<file path="src/rtl/cfgs_pkg.sv">
// Shared definitions for the two-wire configuration slave.
// Assumes: data bytes are eight bits wide, transferred MSB first.
package cfgs_pkg;

    localparam int BYTE_W = 8;

    typedef enum logic [2:0] {
        ST_IDLE,    // waiting for START
        ST_RX,      // shifting in address or write data
        ST_RX_ACK,  // slave drives acknowledge
        ST_TX,      // shifting out read data
        ST_TX_ACK   // master acknowledge slot
    } cfgs_state_t;

endpackage

</file>
<file path="src/rtl/cfgs_line_sync.sv">
// Brings SCL and SDA into the system clock domain and derives bus events.
// Assumes: both lines idle high; clk is many times faster than SCL.
module cfgs_line_sync #(
    parameter int STAGES = 2
) (
    input  logic clk,
    input  logic rst_n,
    input  logic scl_i,
    input  logic sda_i,
    output logic scl_s,
    output logic sda_s,
    output logic scl_rise,
    output logic scl_fall,
    output logic bus_start,
    output logic bus_stop
);

    logic [STAGES-1:0] scl_pipe;
    logic [STAGES-1:0] sda_pipe;
    logic              scl_d;
    logic              sda_d;

    // Metastability chain plus one history stage for edge detection.
    always_ff @(posedge clk) begin
        if (!rst_n) begin
            scl_pipe <= '1;
            sda_pipe <= '1;
            scl_d    <= 1'b1;
            sda_d    <= 1'b1;
        end else begin
            scl_pipe <= {scl_pipe[STAGES-2:0], scl_i};
            sda_pipe <= {sda_pipe[STAGES-2:0], sda_i};
            scl_d    <= scl_pipe[STAGES-1];
            sda_d    <= sda_pipe[STAGES-1];
        end
    end

    // Event decode from the current and previous synchronised samples.
    always_comb begin
        scl_s     = scl_pipe[STAGES-1];
        sda_s     = sda_pipe[STAGES-1];
        scl_rise  = scl_s & ~scl_d;
        scl_fall  = ~scl_s & scl_d;
        bus_start = scl_s & scl_d & sda_d & ~sda_s;
        bus_stop  = scl_s & scl_d & ~sda_d & sda_s;
    end

endmodule

</file>
<file path="src/rtl/cfgs_regbank.sv">
// Configuration register bank with one write port and a flat parallel view.
// Assumes: at most one write per cycle; wr_idx is in range whenever wr_en is high.
module cfgs_regbank #(
    parameter int                      NREG        = 6,
    parameter logic [NREG*8-1:0]       RESET_VALUE = '0,
    localparam int                     IDXW        = $clog2(NREG)
) (
    input  logic                clk,
    input  logic                rst_n,
    input  logic                wr_en,
    input  logic [IDXW-1:0]     wr_idx,
    input  logic [7:0]          wr_data,
    output logic [NREG*8-1:0]   regs_flat
);

    logic [7:0] bank [NREG];

    // Register storage: reset to parameter values, load on indexed write.
    always_ff @(posedge clk) begin
        for (int i = 0; i < NREG; i++) begin
            if (!rst_n)
                bank[i] <= RESET_VALUE[i*8 +: 8];
            else if (wr_en && wr_idx == IDXW'(i))
                bank[i] <= wr_data;
        end
    end

    // Flatten the bank onto the parallel output.
    for (genvar g = 0; g < NREG; g++) begin : g_flat
        assign regs_flat[g*8 +: 8] = bank[g];
    end

    // without a write strobe the bank keeps its contents.
    p_hold_without_write_r5: assert property (@(posedge clk) disable iff (!rst_n)
        !wr_en |=> $stable(regs_flat));

    // writes only ever target an existing register.
    p_index_in_range_r4: assert property (@(posedge clk) disable iff (!rst_n)
        wr_en |-> (int'(wr_idx) < NREG));

endmodule

</file>
<file path="src/rtl/cfgs_proto.sv">
// Byte-level protocol engine: address match, preamble skip, sequential
// register write, count-prefixed sequential read, acknowledge handling.
// Assumes: events come from cfgs_line_sync; master changes SDA with SCL low.
module cfgs_proto
    import cfgs_pkg::*;
#(
    parameter int          NREG     = 6,
    parameter logic [6:0]  DEV_ADDR = 7'h69,
    localparam int         IDXW     = $clog2(NREG),
    localparam int         BNW      = $clog2(NREG + 2) + 1
) (
    input  logic              clk,
    input  logic              rst_n,
    input  logic              scl_s,
    input  logic              sda_s,
    input  logic              scl_rise,
    input  logic              scl_fall,
    input  logic              bus_start,
    input  logic              bus_stop,
    input  logic [NREG*8-1:0] regs_flat,
    output logic              sda_oe,
    output logic              wr_en,
    output logic [IDXW-1:0]   wr_idx,
    output logic [7:0]        wr_data
);

    cfgs_state_t       state;
    logic [3:0]        bitcnt;
    logic [7:0]        rx_sh;
    logic [7:0]        tx_sh;
    logic [BNW-1:0]    byte_no;
    logic [BNW-1:0]    byte_inc;
    logic              addr_ph;
    logic              rd_mode;
    logic [7:0]        tx_now;
    logic [7:0]        tx_succ;

    // Read-stream value for a byte position: count, registers, then filler.
    function automatic logic [7:0] tx_value(input logic [BNW-1:0] idx,
                                            input logic [NREG*8-1:0] rf);
        if (idx == '0)
            return 8'(NREG);
        else if (int'(idx) <= NREG)
            return rf[(int'(idx) - 1) * 8 +: 8];
        else
            return 8'hFF;
    endfunction

    // Next byte position (saturating) and the read bytes for both positions.
    always_comb begin
        byte_inc = (byte_no == '1) ? byte_no : byte_no + 1'b1;
        tx_now   = tx_value(byte_no, regs_flat);
        tx_succ  = tx_value(byte_inc, regs_flat);
    end

    // Protocol sequencer driven by SCL edges and START/STOP events.
    always_ff @(posedge clk) begin
        wr_en <= 1'b0;
        if (!rst_n) begin
            state   <= ST_IDLE;
            sda_oe  <= 1'b0;
            bitcnt  <= '0;
            rx_sh   <= '0;
            tx_sh   <= '0;
            byte_no <= '0;
            addr_ph <= 1'b0;
            rd_mode <= 1'b0;
            wr_idx  <= '0;
            wr_data <= '0;
        end else if (bus_start) begin
            state   <= ST_RX;
            sda_oe  <= 1'b0;
            bitcnt  <= '0;
            byte_no <= '0;
            addr_ph <= 1'b1;
            rd_mode <= 1'b0;
        end else if (bus_stop) begin
            state  <= ST_IDLE;
            sda_oe <= 1'b0;
        end else begin
            case (state)
                ST_RX: begin
                    if (scl_rise) begin
                        rx_sh  <= {rx_sh[6:0], sda_s};
                        bitcnt <= bitcnt + 1'b1;
                    end else if (scl_fall && bitcnt == 4'd8) begin
                        if (addr_ph) begin
                            if (rx_sh[7:1] == DEV_ADDR) begin
                                sda_oe  <= 1'b1;
                                rd_mode <= rx_sh[0];
                                state   <= ST_RX_ACK;
                            end else begin
                                state <= ST_IDLE;
                            end
                        end else begin
                            sda_oe  <= 1'b1;
                            state   <= ST_RX_ACK;
                            byte_no <= byte_inc;
                            if (byte_no >= BNW'(2) && byte_no < BNW'(NREG + 2)) begin
                                wr_en   <= 1'b1;
                                wr_idx  <= IDXW'(byte_no - BNW'(2));
                                wr_data <= rx_sh;
                            end
                        end
                    end
                end
                ST_RX_ACK: begin
                    if (scl_fall) begin
                        bitcnt  <= '0;
                        addr_ph <= 1'b0;
                        if (rd_mode) begin
                            tx_sh  <= tx_now;
                            sda_oe <= ~tx_now[7];
                            state  <= ST_TX;
                        end else begin
                            sda_oe <= 1'b0;
                            state  <= ST_RX;
                        end
                    end
                end
                ST_TX: begin
                    if (scl_rise) begin
                        bitcnt <= bitcnt + 1'b1;
                    end else if (scl_fall) begin
                        if (bitcnt == 4'd8) begin
                            sda_oe <= 1'b0;
                            state  <= ST_TX_ACK;
                        end else begin
                            tx_sh  <= {tx_sh[6:0], 1'b0};
                            sda_oe <= ~tx_sh[6];
                        end
                    end
                end
                ST_TX_ACK: begin
                    if (scl_rise && sda_s) begin
                        state <= ST_IDLE;
                    end else if (scl_fall) begin
                        bitcnt  <= '0;
                        byte_no <= byte_inc;
                        tx_sh   <= tx_succ;
                        sda_oe  <= ~tx_succ[7];
                        state   <= ST_TX;
                    end
                end
                default: begin
                    sda_oe <= 1'b0;
                end
            endcase
        end
    end

    // a STOP releases the data line on the following cycle.
    p_release_on_stop_r9: assert property (@(posedge clk) disable iff (!rst_n)
        bus_stop |=> !sda_oe);

    // an idle slave never pulls the data line.
    p_quiet_when_idle_r7: assert property (@(posedge clk) disable iff (!rst_n)
        (state == ST_IDLE) |-> !sda_oe);

    // the slave only starts pulling SDA while SCL is low.
    p_drive_low_phase_r1: assert property (@(posedge clk) disable iff (!rst_n)
        $rose(sda_oe) |-> !scl_s);

    // register writes only come out of a completed, acknowledged byte.
    p_write_needs_ack_r3: assert property (@(posedge clk) disable iff (!rst_n)
        wr_en |-> (state == ST_RX_ACK) && !rd_mode);

endmodule

</file>
<file path="src/rtl/cfg_serial_slave.sv">
// Top of the two-wire configuration slave: synchroniser, protocol engine
// and register bank. SDA is open-drain: sda_oe high pulls the line low.
// Assumes: clk oversamples SCL by well over the synchroniser depth.
module cfg_serial_slave #(
    parameter int                NREG        = 6,
    parameter logic [6:0]        DEV_ADDR    = 7'h69,
    parameter logic [NREG*8-1:0] RESET_VALUE = {{(NREG-1){8'hA5}}, 8'h00},
    parameter int                SYNC_STAGES = 2
) (
    input  logic              clk,
    input  logic              rst_n,
    input  logic              scl_i,
    input  logic              sda_i,
    output logic              sda_oe,
    output logic [NREG*8-1:0] cfg_regs
);

    localparam int IDXW = $clog2(NREG);

    logic            scl_s;
    logic            sda_s;
    logic            scl_rise;
    logic            scl_fall;
    logic            bus_start;
    logic            bus_stop;
    logic            wr_en;
    logic [IDXW-1:0] wr_idx;
    logic [7:0]      wr_data;

    cfgs_line_sync #(.STAGES(SYNC_STAGES)) u_sync (
        .clk       (clk),
        .rst_n     (rst_n),
        .scl_i     (scl_i),
        .sda_i     (sda_i),
        .scl_s     (scl_s),
        .sda_s     (sda_s),
        .scl_rise  (scl_rise),
        .scl_fall  (scl_fall),
        .bus_start (bus_start),
        .bus_stop  (bus_stop)
    );

    cfgs_proto #(.NREG(NREG), .DEV_ADDR(DEV_ADDR)) u_proto (
        .clk       (clk),
        .rst_n     (rst_n),
        .scl_s     (scl_s),
        .sda_s     (sda_s),
        .scl_rise  (scl_rise),
        .scl_fall  (scl_fall),
        .bus_start (bus_start),
        .bus_stop  (bus_stop),
        .regs_flat (cfg_regs),
        .sda_oe    (sda_oe),
        .wr_en     (wr_en),
        .wr_idx    (wr_idx),
        .wr_data   (wr_data)
    );

    cfgs_regbank #(.NREG(NREG), .RESET_VALUE(RESET_VALUE)) u_bank (
        .clk       (clk),
        .rst_n     (rst_n),
        .wr_en     (wr_en),
        .wr_idx    (wr_idx),
        .wr_data   (wr_data),
        .regs_flat (cfg_regs)
    );

endmodule

</file>
<file path="config.mk">
export PLATFORM = sky130hd
export DESIGN_NAME = cfg_serial_slave
export DESIGN_NICKNAME = d
export VERILOG_FILES = /design/src/rtl/cfgs_pkg.sv /design/src/rtl/cfgs_line_sync.sv /design/src/rtl/cfgs_regbank.sv /design/src/rtl/cfgs_proto.sv /design/src/rtl/cfg_serial_slave.sv
export SDC_FILE = /design/constraint.sdc
export NUM_CORES = 1
export LEC_CHECK = 0
export ABC_AREA = 1
export BUFFER_PORTS_ARGS = -buffer_cell sky130_fd_sc_hd__clkbuf_2
export CAP_MARGIN = 5
export CORE_MARGIN = 4
export CORE_UTILIZATION = 55
export DETAILED_ROUTE_END_ITERATION = 12
export PLACE_DENSITY = 0.75
export SETUP_SLACK_MARGIN = 0.4
export SYNTH_ARGS = -nofsm -noshare
export SYNTH_HDL_FRONTEND = slang
export SYNTH_SLANG_ARGS = --single-unit
</file>
<file path="constraint.sdc">
create_clock -name clk -period 3.9 [get_ports clk]
set_input_delay 0.585 -clock clk [delete_from_list [all_inputs] [get_ports clk]]
set_output_delay 0.585 -clock clk [all_outputs]
set_load 0.05 [all_outputs]
</file>
==> results of run 1 <==
[cells in the mapped netlist (3+ instances only)]
cell type,instances
o21ai_0,71
buf_2,7
o21ai_1,7
o21ai_2,3
a211oi_1,3
edfxtp_1,48
nor2_1,76
nor3_1,5
nand2_1,170
a31oi_1,4
o211ai_1,8
nor2_4,4
a211oi_2,3
ha_1,12
dfxtp_1,47
or2_2,4
o221ai_1,4
a21oi_1,44
nand3_1,38
clkbuf_1,12
inv_2,8
inv_1,81
nand4_1,9
[stage by stage]
| step | instance area [sq um] | worst slack (ps) | hold slack, ps |
|---|---|---|---|
| 2_1_floorplan | 5343 | 1273 | 392.5 |
| 3_3_place_gp | 5692 | 772.7 | 399.5 |
| 3_5_place_dp | 5692 | 613.3 | 401.3 |
| 4_1_cts | 5891 | 563.2 | 384.1 |
| 5_1_grt | 5901 | 503.4 | 373.6 |
| 6_report | 5901 | 804.4 | 397.5 |
[cell type report]
class	instances	share of cell area
tap	129	0.02735
timing repair buffer	58	0.05174
sequential	95	0.4039
clock buffer	9	0.02099
clock inverter	7	0.01272
multi-input combinational	488	0.4218
inverter	93	0.06149
[state kept, by name, indices dropped and copies added, names as in the netlist]
register,flops
u_proto.wr_idx,3
u_proto.tx_sh,7
u_sync.scl_pipe,2
u_proto.bitcnt,4
u_proto.wr_data,8
u_proto.addr_ph,1
u_proto.state,3
u_proto.sda_oe,1
u_proto.wr_en,1
u_sync.sda_d,1
u_bank.bank,48
u_sync.sda_pipe,2
u_proto.byte_no,4
u_proto.rd_mode,1
u_proto.rx_sh,8
u_sync.scl_d,1
[worst max-delay path by stage]
stage                                          from                       endpoint  slack (ps)  depth (start not counted)
floorplan           u_proto.byte_no[0]$_SDFFE_PP0P_  u_proto.tx_sh[1]$_SDFFE_PN0P_        1270                         17
global placement    u_proto.byte_no[1]$_SDFFE_PP0P_  u_proto.tx_sh[1]$_SDFFE_PN0P_         770                         15
detailed placement  u_proto.byte_no[1]$_SDFFE_PP0P_  u_proto.tx_sh[2]$_SDFFE_PN0P_         610                         15
CTS                 u_proto.byte_no[1]$_SDFFE_PP0P_  u_proto.tx_sh[2]$_SDFFE_PN0P_         560                         15
global route        u_proto.byte_no[1]$_SDFFE_PP0P_  u_proto.tx_sh[0]$_SDFFE_PN0P_         500                         14
finish              u_proto.byte_no[1]$_SDFFE_PP0P_  u_proto.tx_sh[0]$_SDFFE_PN0P_         800                         14
[timing repair]
| action | 4_1_cts | 5_1_grt |
|---|---|---|
| hold buffers | 0 | 0 |
| gates resized for setup | 0 | 4 |
| setup endpoints to repair | 0 | 6 |
[power by group through the flow]
stage	registers [mW]	clock network, mW	logic [mW]
after floorplan	1.21	0	1.61
after global placement	1.19	0	2.01
after detailed placement	1.19	0	2.05
after CTS	1.17	0.675	2.06
after global routing	1.18	0.725	2.38
final	1.17	0.670	2.11
[routing by layer]
layer	track usage	routed length [um]
met1	0.4011	6654
met2	0.4101	6734
met3	0.04129	1229
met4	0.08402	341
met5	0	0
[kinds of logic (layout without fill, tap and decap cells)]
logic type | count (synthesis) | after routing | synth area share
simple gates | 317 | 317 | 0.2581
compound gates | 154 | 154 | 0.1677
buf+inv | 116 | 167 | 0.08922
flops | 95 | 95 | 0.4459
fa+ha+maj | 12 | 12 | 0.02810
xor+xnor | 5 | 5 | 0.01101
==> impl_metrics.tcl, run 1 <==
set metrics [dict create \
    required_ps 4210 \
    io_pins 53 \
    hold_viol 0 \
    fillCellCount 889 \
    p_seq_frac 0.296 \
    dp.cells 863 \
    r2r_cells 14 \
    diodes 0 \
    start_util 0.5728 \
    syn2layout_area_growth_pct 10.44 \
    crit_chain "inv_1 > ha_2 > clkinvlp_4 > nand2_1 > o21ai_2 > ha_2 > inv_1 > o21ai_0 > nand2_1 > nand3_1 > nand3_1 > nand2_1 > nand2_1 > a31oi_1" \
    clk_pin_slew_worst_paths_ps 110 \
    gp_congestion 0.9838 \
    start_kind "flip-flop" \
    synth_area_leaders "edfxtp_1, dfxtp_1, nand2_1, o21ai_0, inv_1" \
    synthCells 699 \
    drv_slew 0 \
    yosysSeqAreaShare 0.4459 \
    drc_errors 0 \
    syn_area_sq_um 5343 \
    first_global_vias 4634 \
    ys_types 46 \
    synth_nets 715 \
    antenna_found_initial 0 \
    grt_max_degree 40 \
    p_per_area_nw_per_um2 669.9 \
    slowest_stage "ha_2" \
    synth_top_area_share 0.2698 \
    tns_ps 0 \
    finalPower_mw 3.953 \
    clkPwrFrac 0.169 \
    final_cell_mix "nand2_1, inv_1, nor2_1" \
    cts_tree "yes" \
    crit_fanout 13 \
    pwr-share-comb 0.534 \
    routed-via-count 4951 \
    period_share 0.7938 \
    dieArea_sq_um 11360 \
    clockBufferDepth 2 \
    fmaxAchievable_mhz 323.0 \
    ant_nets 0 \
    layout_commonest_cell "nand2_1" \
    synth_area_leader_cell "edfxtp_1" \
    multi_input_area_sq_um 2489 \
    timing.rr.start "u_proto.byte_no[1]$_SDFFE_PP0P_" \
    clock-sinks 95 \
    hold_end "u_sync.sda_pipe[0]$_SDFF_PN1_" \
    grt_overflow 0 \
    htreeDepth 3 \
    avgSynthCellArea_sq_um 7.643 \
    end_kind "flip-flop" \
    rows 35 \
    peakVddDrop_mv 0.2672 \
    wire_per_inst_um 17.02 \
    die_h_um 106.6 \
    fp.dieW_um 106.6 \
    rsz0062_at_grt "false" \
    hold_depth 2 \
    clock_skew_ps 15.36 \
    cts_buffers 9 \
    p_switching_mw 1.913 \
    r2r_setup_slack_ps 800 \
    post-route-min-period_ps 3096 \
    grt_first_pass_wirelength_mm 24.21 \
    p_int_mw 2.040 \
    grtUsageTotal 0.2714 \
    status "completed" \
    fin_cells 879 \
    layout-drive-gt1-share 0.1573 \
    drt_iter0_markers 398 \
    core_area_sq_um 9328 \
    maxSlewHeadroom 0.3822 \
    utilization 0.6326 \
    cap_violations 0 \
    ys_async_sr_fraction 0 \
    hp-class "input pin to flip-flop" \
    cp_num_buf_inv 3 \
    final_nets 761 \
    min_from "sda_i" \
    critical_path_class "flip-flop to flip-flop" \
    cts_setup_buffers 0 \
    clk_latency_ps 370 \
    place_hpwl_mm 11.64 \
    wirelength_mm 14.96 \
    r2r-end "u_proto.tx_sh[0]$_SDFFE_PN0P_" \
    viasPerCell 5.633 \
    cpLargestDelayFamily "adder cells" \
    synth-seq-cells 95 \
    tightest_slew_ps 923.4 \
    firstDrtPassIters 5 \
    p_sw_frac 0.4839 \
    yosys_most_used_dff "edfxtp_1" \
    ff_latch_area_sq_um 2384 \
    timing.critical_path.mode_cell "nand2_1" \
    cp.arrival_ps 3400 \
    setup_viol 0 \
    max_stage_delay_ps 490 \
    cts-root-buf "clkbuf_8" \
    port-buffer-count 52 \
    yosys_warnings 0 \
    synth_edf_count 48 \
    p_leak_nw 2.456 \
]
Power figures use the tool's default switching activity.
==> run 2, diff against run 1 <==
--- a/config.mk
+++ b/config.mk
@@ -9,9 +9,9 @@
 export BUFFER_PORTS_ARGS = -buffer_cell sky130_fd_sc_hd__clkbuf_2
 export CAP_MARGIN = 5
 export CORE_MARGIN = 4
-export CORE_UTILIZATION = 55
+export CORE_UTILIZATION = 54
 export DETAILED_ROUTE_END_ITERATION = 12
-export PLACE_DENSITY = 0.75
+export PLACE_DENSITY = 0.77
 export SETUP_SLACK_MARGIN = 0.4
 export SYNTH_ARGS = -nofsm -noshare
 export SYNTH_HDL_FRONTEND = slang
==> constraint.sdc (replaced) <==
create_clock -name clk -period 2.5 [get_ports clk]
set_input_delay 0.375 -clock clk [delete_from_list [all_inputs] [get_ports clk]]
set_output_delay 0.375 -clock clk [all_outputs]
set_load 0.05 [all_outputs]
==> run 2 against run 1 <==
Die area increased by 1.7%. Clock skew decreased by 1.5 ps. Critical path depth unchanged. Utilization increased by 1.9 points. Cell area increased by 6.9%. First-iteration DRC count increased by 17%. Combinational power increased by 100%. Worst hold slack got worse by 240 ps. Power increased by 80%. Critical path type unchanged. Critical endpoint is now u_proto.tx_sh[1]$_SDFFE_PN0P_.
==> impl_metrics.tcl, run 2 (same netlist as run 1, synthesis figures left out) <==
set metrics [dict create \
    fp.dieW_um 107.5 \
    largest_reg_flops 48 \
    post-route-min-period_ps 2121 \
    cts_buffers 9 \
    drc_errors 0 \
    end_kind "flip-flop" \
    dp.cells 871 \
    timing.rr.start "u_proto.byte_no[1]$_SDFFE_PP0P_" \
    r2r-end "u_proto.tx_sh[1]$_SDFFE_PN0P_" \
    drv_slew 0 \
    core_area_sq_um 9684 \
    tightest_slew_ps 698.4 \
    grt_overflow 0 \
    firstDrtPassIters 5 \
    final_nets 784 \
    whs_ps 158.1 \
    start_kind "flip-flop" \
    port-buffer-count 52 \
    drt_iter0_markers 467 \
    antenna_found_initial 0 \
    setup_viol 0 \
    peakVddDrop_mv 0.5735 \
    hold_viol 0 \
    start_util 0.5517 \
    cp.arrival_ps 2380 \
    cts_tree "yes" \
    rsz0062_at_grt "true" \
    maxSlewHeadroom 0.5322 \
    grt_first_pass_wirelength_mm 23.40 \
    cts-root-buf "clkbuf_8" \
    fillCellCount 825 \
    fmaxAchievable_mhz 471.5 \
    hp-class "input pin to flip-flop" \
    clk_pin_slew_worst_paths_ps 100 \
    routed-via-count 5045 \
    clock_skew_ps 13.82 \
    viasPerCell 5.568 \
    multi_input_area_sq_um 2685 \
    fin_cells 906 \
    hold_depth 2 \
    top_register "u_bank.bank" \
    utilization 0.6514 \
    place_hpwl_mm 11.07 \
    wirelength_mm 14.66 \
    period_share 0.8484 \
    p_leak_nw 2.588 \
    final_cell_mix "nand2_1, inv_1, nor2_1" \
    crit_fanout 5 \
    clock-sinks 95 \
    p_per_area_nw_per_um2 1126 \
    required_ps 2760 \
    layout-drive-gt1-share 0.2173 \
    grt_max_degree 39 \
    first_global_vias 4678 \
    tns_ps 0 \
    r2r_cells 14 \
    r2r_setup_slack_ps 380 \
    io_pins 53 \
    syn2layout_area_growth_pct 18.08 \
    largestRegisters "u_bank.bank: 48 flops, u_proto.rx_sh: 8 flops, u_proto.wr_data: 8 flops" \
    ant_nets 0 \
    cap_violations 0 \
    layout_commonest_cell "nand2_1" \
    hold_end "u_sync.sda_pipe[0]$_SDFF_PN1_" \
    gp_congestion 1.002 \
    ff_latch_area_sq_um 2392 \
    htreeDepth 3 \
    wire_per_inst_um 16.18 \
    dieArea_sq_um 11550 \
    grtUsageTotal 0.2629 \
    min_from "sda_i" \
    clk_latency_ps 400 \
    diodes 0 \
    critical_path_class "flip-flop to flip-flop" \
    clockBufferDepth 2 \
    status "completed" \
    rows 36 \
    die_h_um 107.5 \
]
==> run 2: cell count changes in the layout (fill, tap and decap cells not counted), moves of 4 or more <==
| cell | delta |
|---|---|
| buf_4 | +18 |
| o21ai_0 | -9 |
| ha_4 | +4 |
| buf_6 | +5 |
| o21ai_1 | +8 |
| nand2_1 | -5 |
| inv_1 | -5 |
==> run 2: worst max path at each step <==
stage                                         start  slack [ps]  cells past startpoint                            end
floorplan           u_proto.byte_no[0]$_SDFFE_PP0P_         360                     17  u_proto.tx_sh[1]$_SDFFE_PN0P_
global placement    u_proto.byte_no[1]$_SDFFE_PP0P_         180                     13  u_proto.tx_sh[6]$_SDFFE_PN0P_
detailed placement  u_proto.byte_no[1]$_SDFFE_PP0P_         110                     13  u_proto.tx_sh[6]$_SDFFE_PN0P_
CTS                 u_proto.byte_no[1]$_SDFFE_PP0P_         400                     16    u_proto.sda_oe$_SDFFE_PP0P_
global route        u_proto.byte_no[1]$_SDFFE_PP0P_         250                     11  u_proto.tx_sh[3]$_SDFFE_PN0P_
finish              u_proto.byte_no[1]$_SDFFE_PP0P_         380                     14  u_proto.tx_sh[1]$_SDFFE_PN0P_
==> run 2: critical path, cell delays in order (launching register included) <==
cell and delay [ps]:
dfxtp_4 410, inv_6 50, ha_4 290, inv_8 30, nand2_2 70, o21ai_4 90
buf_6 130, inv_4 50, ha_2 160, nor2_1 60, a21oi_2 230, and2_4 180
o21ai_1 60, nand2_1 60, a41oi_1 90
==> run 2: through the flow <==
step | instance area, sq um | worst slack (ps) | power (mW)
after global routing | 6309 | 249.5 | 7.629
after CTS | 6118 | 395.7 | 6.464
after global placement | 5801 | 179.7 | 5.181
after floorplan | 5443 | 356.2 | 4.611
after detailed placement | 5801 | 114.3 | 5.260
final | 6309 | 379.0 | 7.101
==> run 2: repair_timing <==
item,CTS,global route
resized for setup,16,35
hold buffers,0,0
setup endpoints to repair,8,13
buffers inserted,10,9
pin swaps,8,21
==> run 2: final cells by class <==
cell class / count / share of cell area
tap: 133 / 0.02638
inverter: 93 / 0.06089
sequential: 95 / 0.3792
timing repair buffer: 81 / 0.07874
clock inverter: 7 / 0.009520
multi-input combinational: 488 / 0.4256
clock buffer: 9 / 0.01964
==> run 2: where the power goes <==
group | leakage, nW | total [mW] | internal, mW | switching [mW]
sequential | 0.812 | 1.85 | 1.72 | 0.125
clock | 0.0917 | 0.969 | 0.380 | 0.589
combinational | 1.68 | 4.28 | 1.63 | 2.65
total | 2.59 | 7.10 | 3.73 | 3.37
==> run 2: routing by layer <==
metal	vias up	GRT usage	part of all wire	routed length, um
met4	0	0.09017	0.029	430
li1	2454	-	-	-
met5	-	0	0	0
met1	2281	0.3528	0.40	5920
met2	264	0.4097	0.46	6739
met3	46	0.07439	0.11	1572
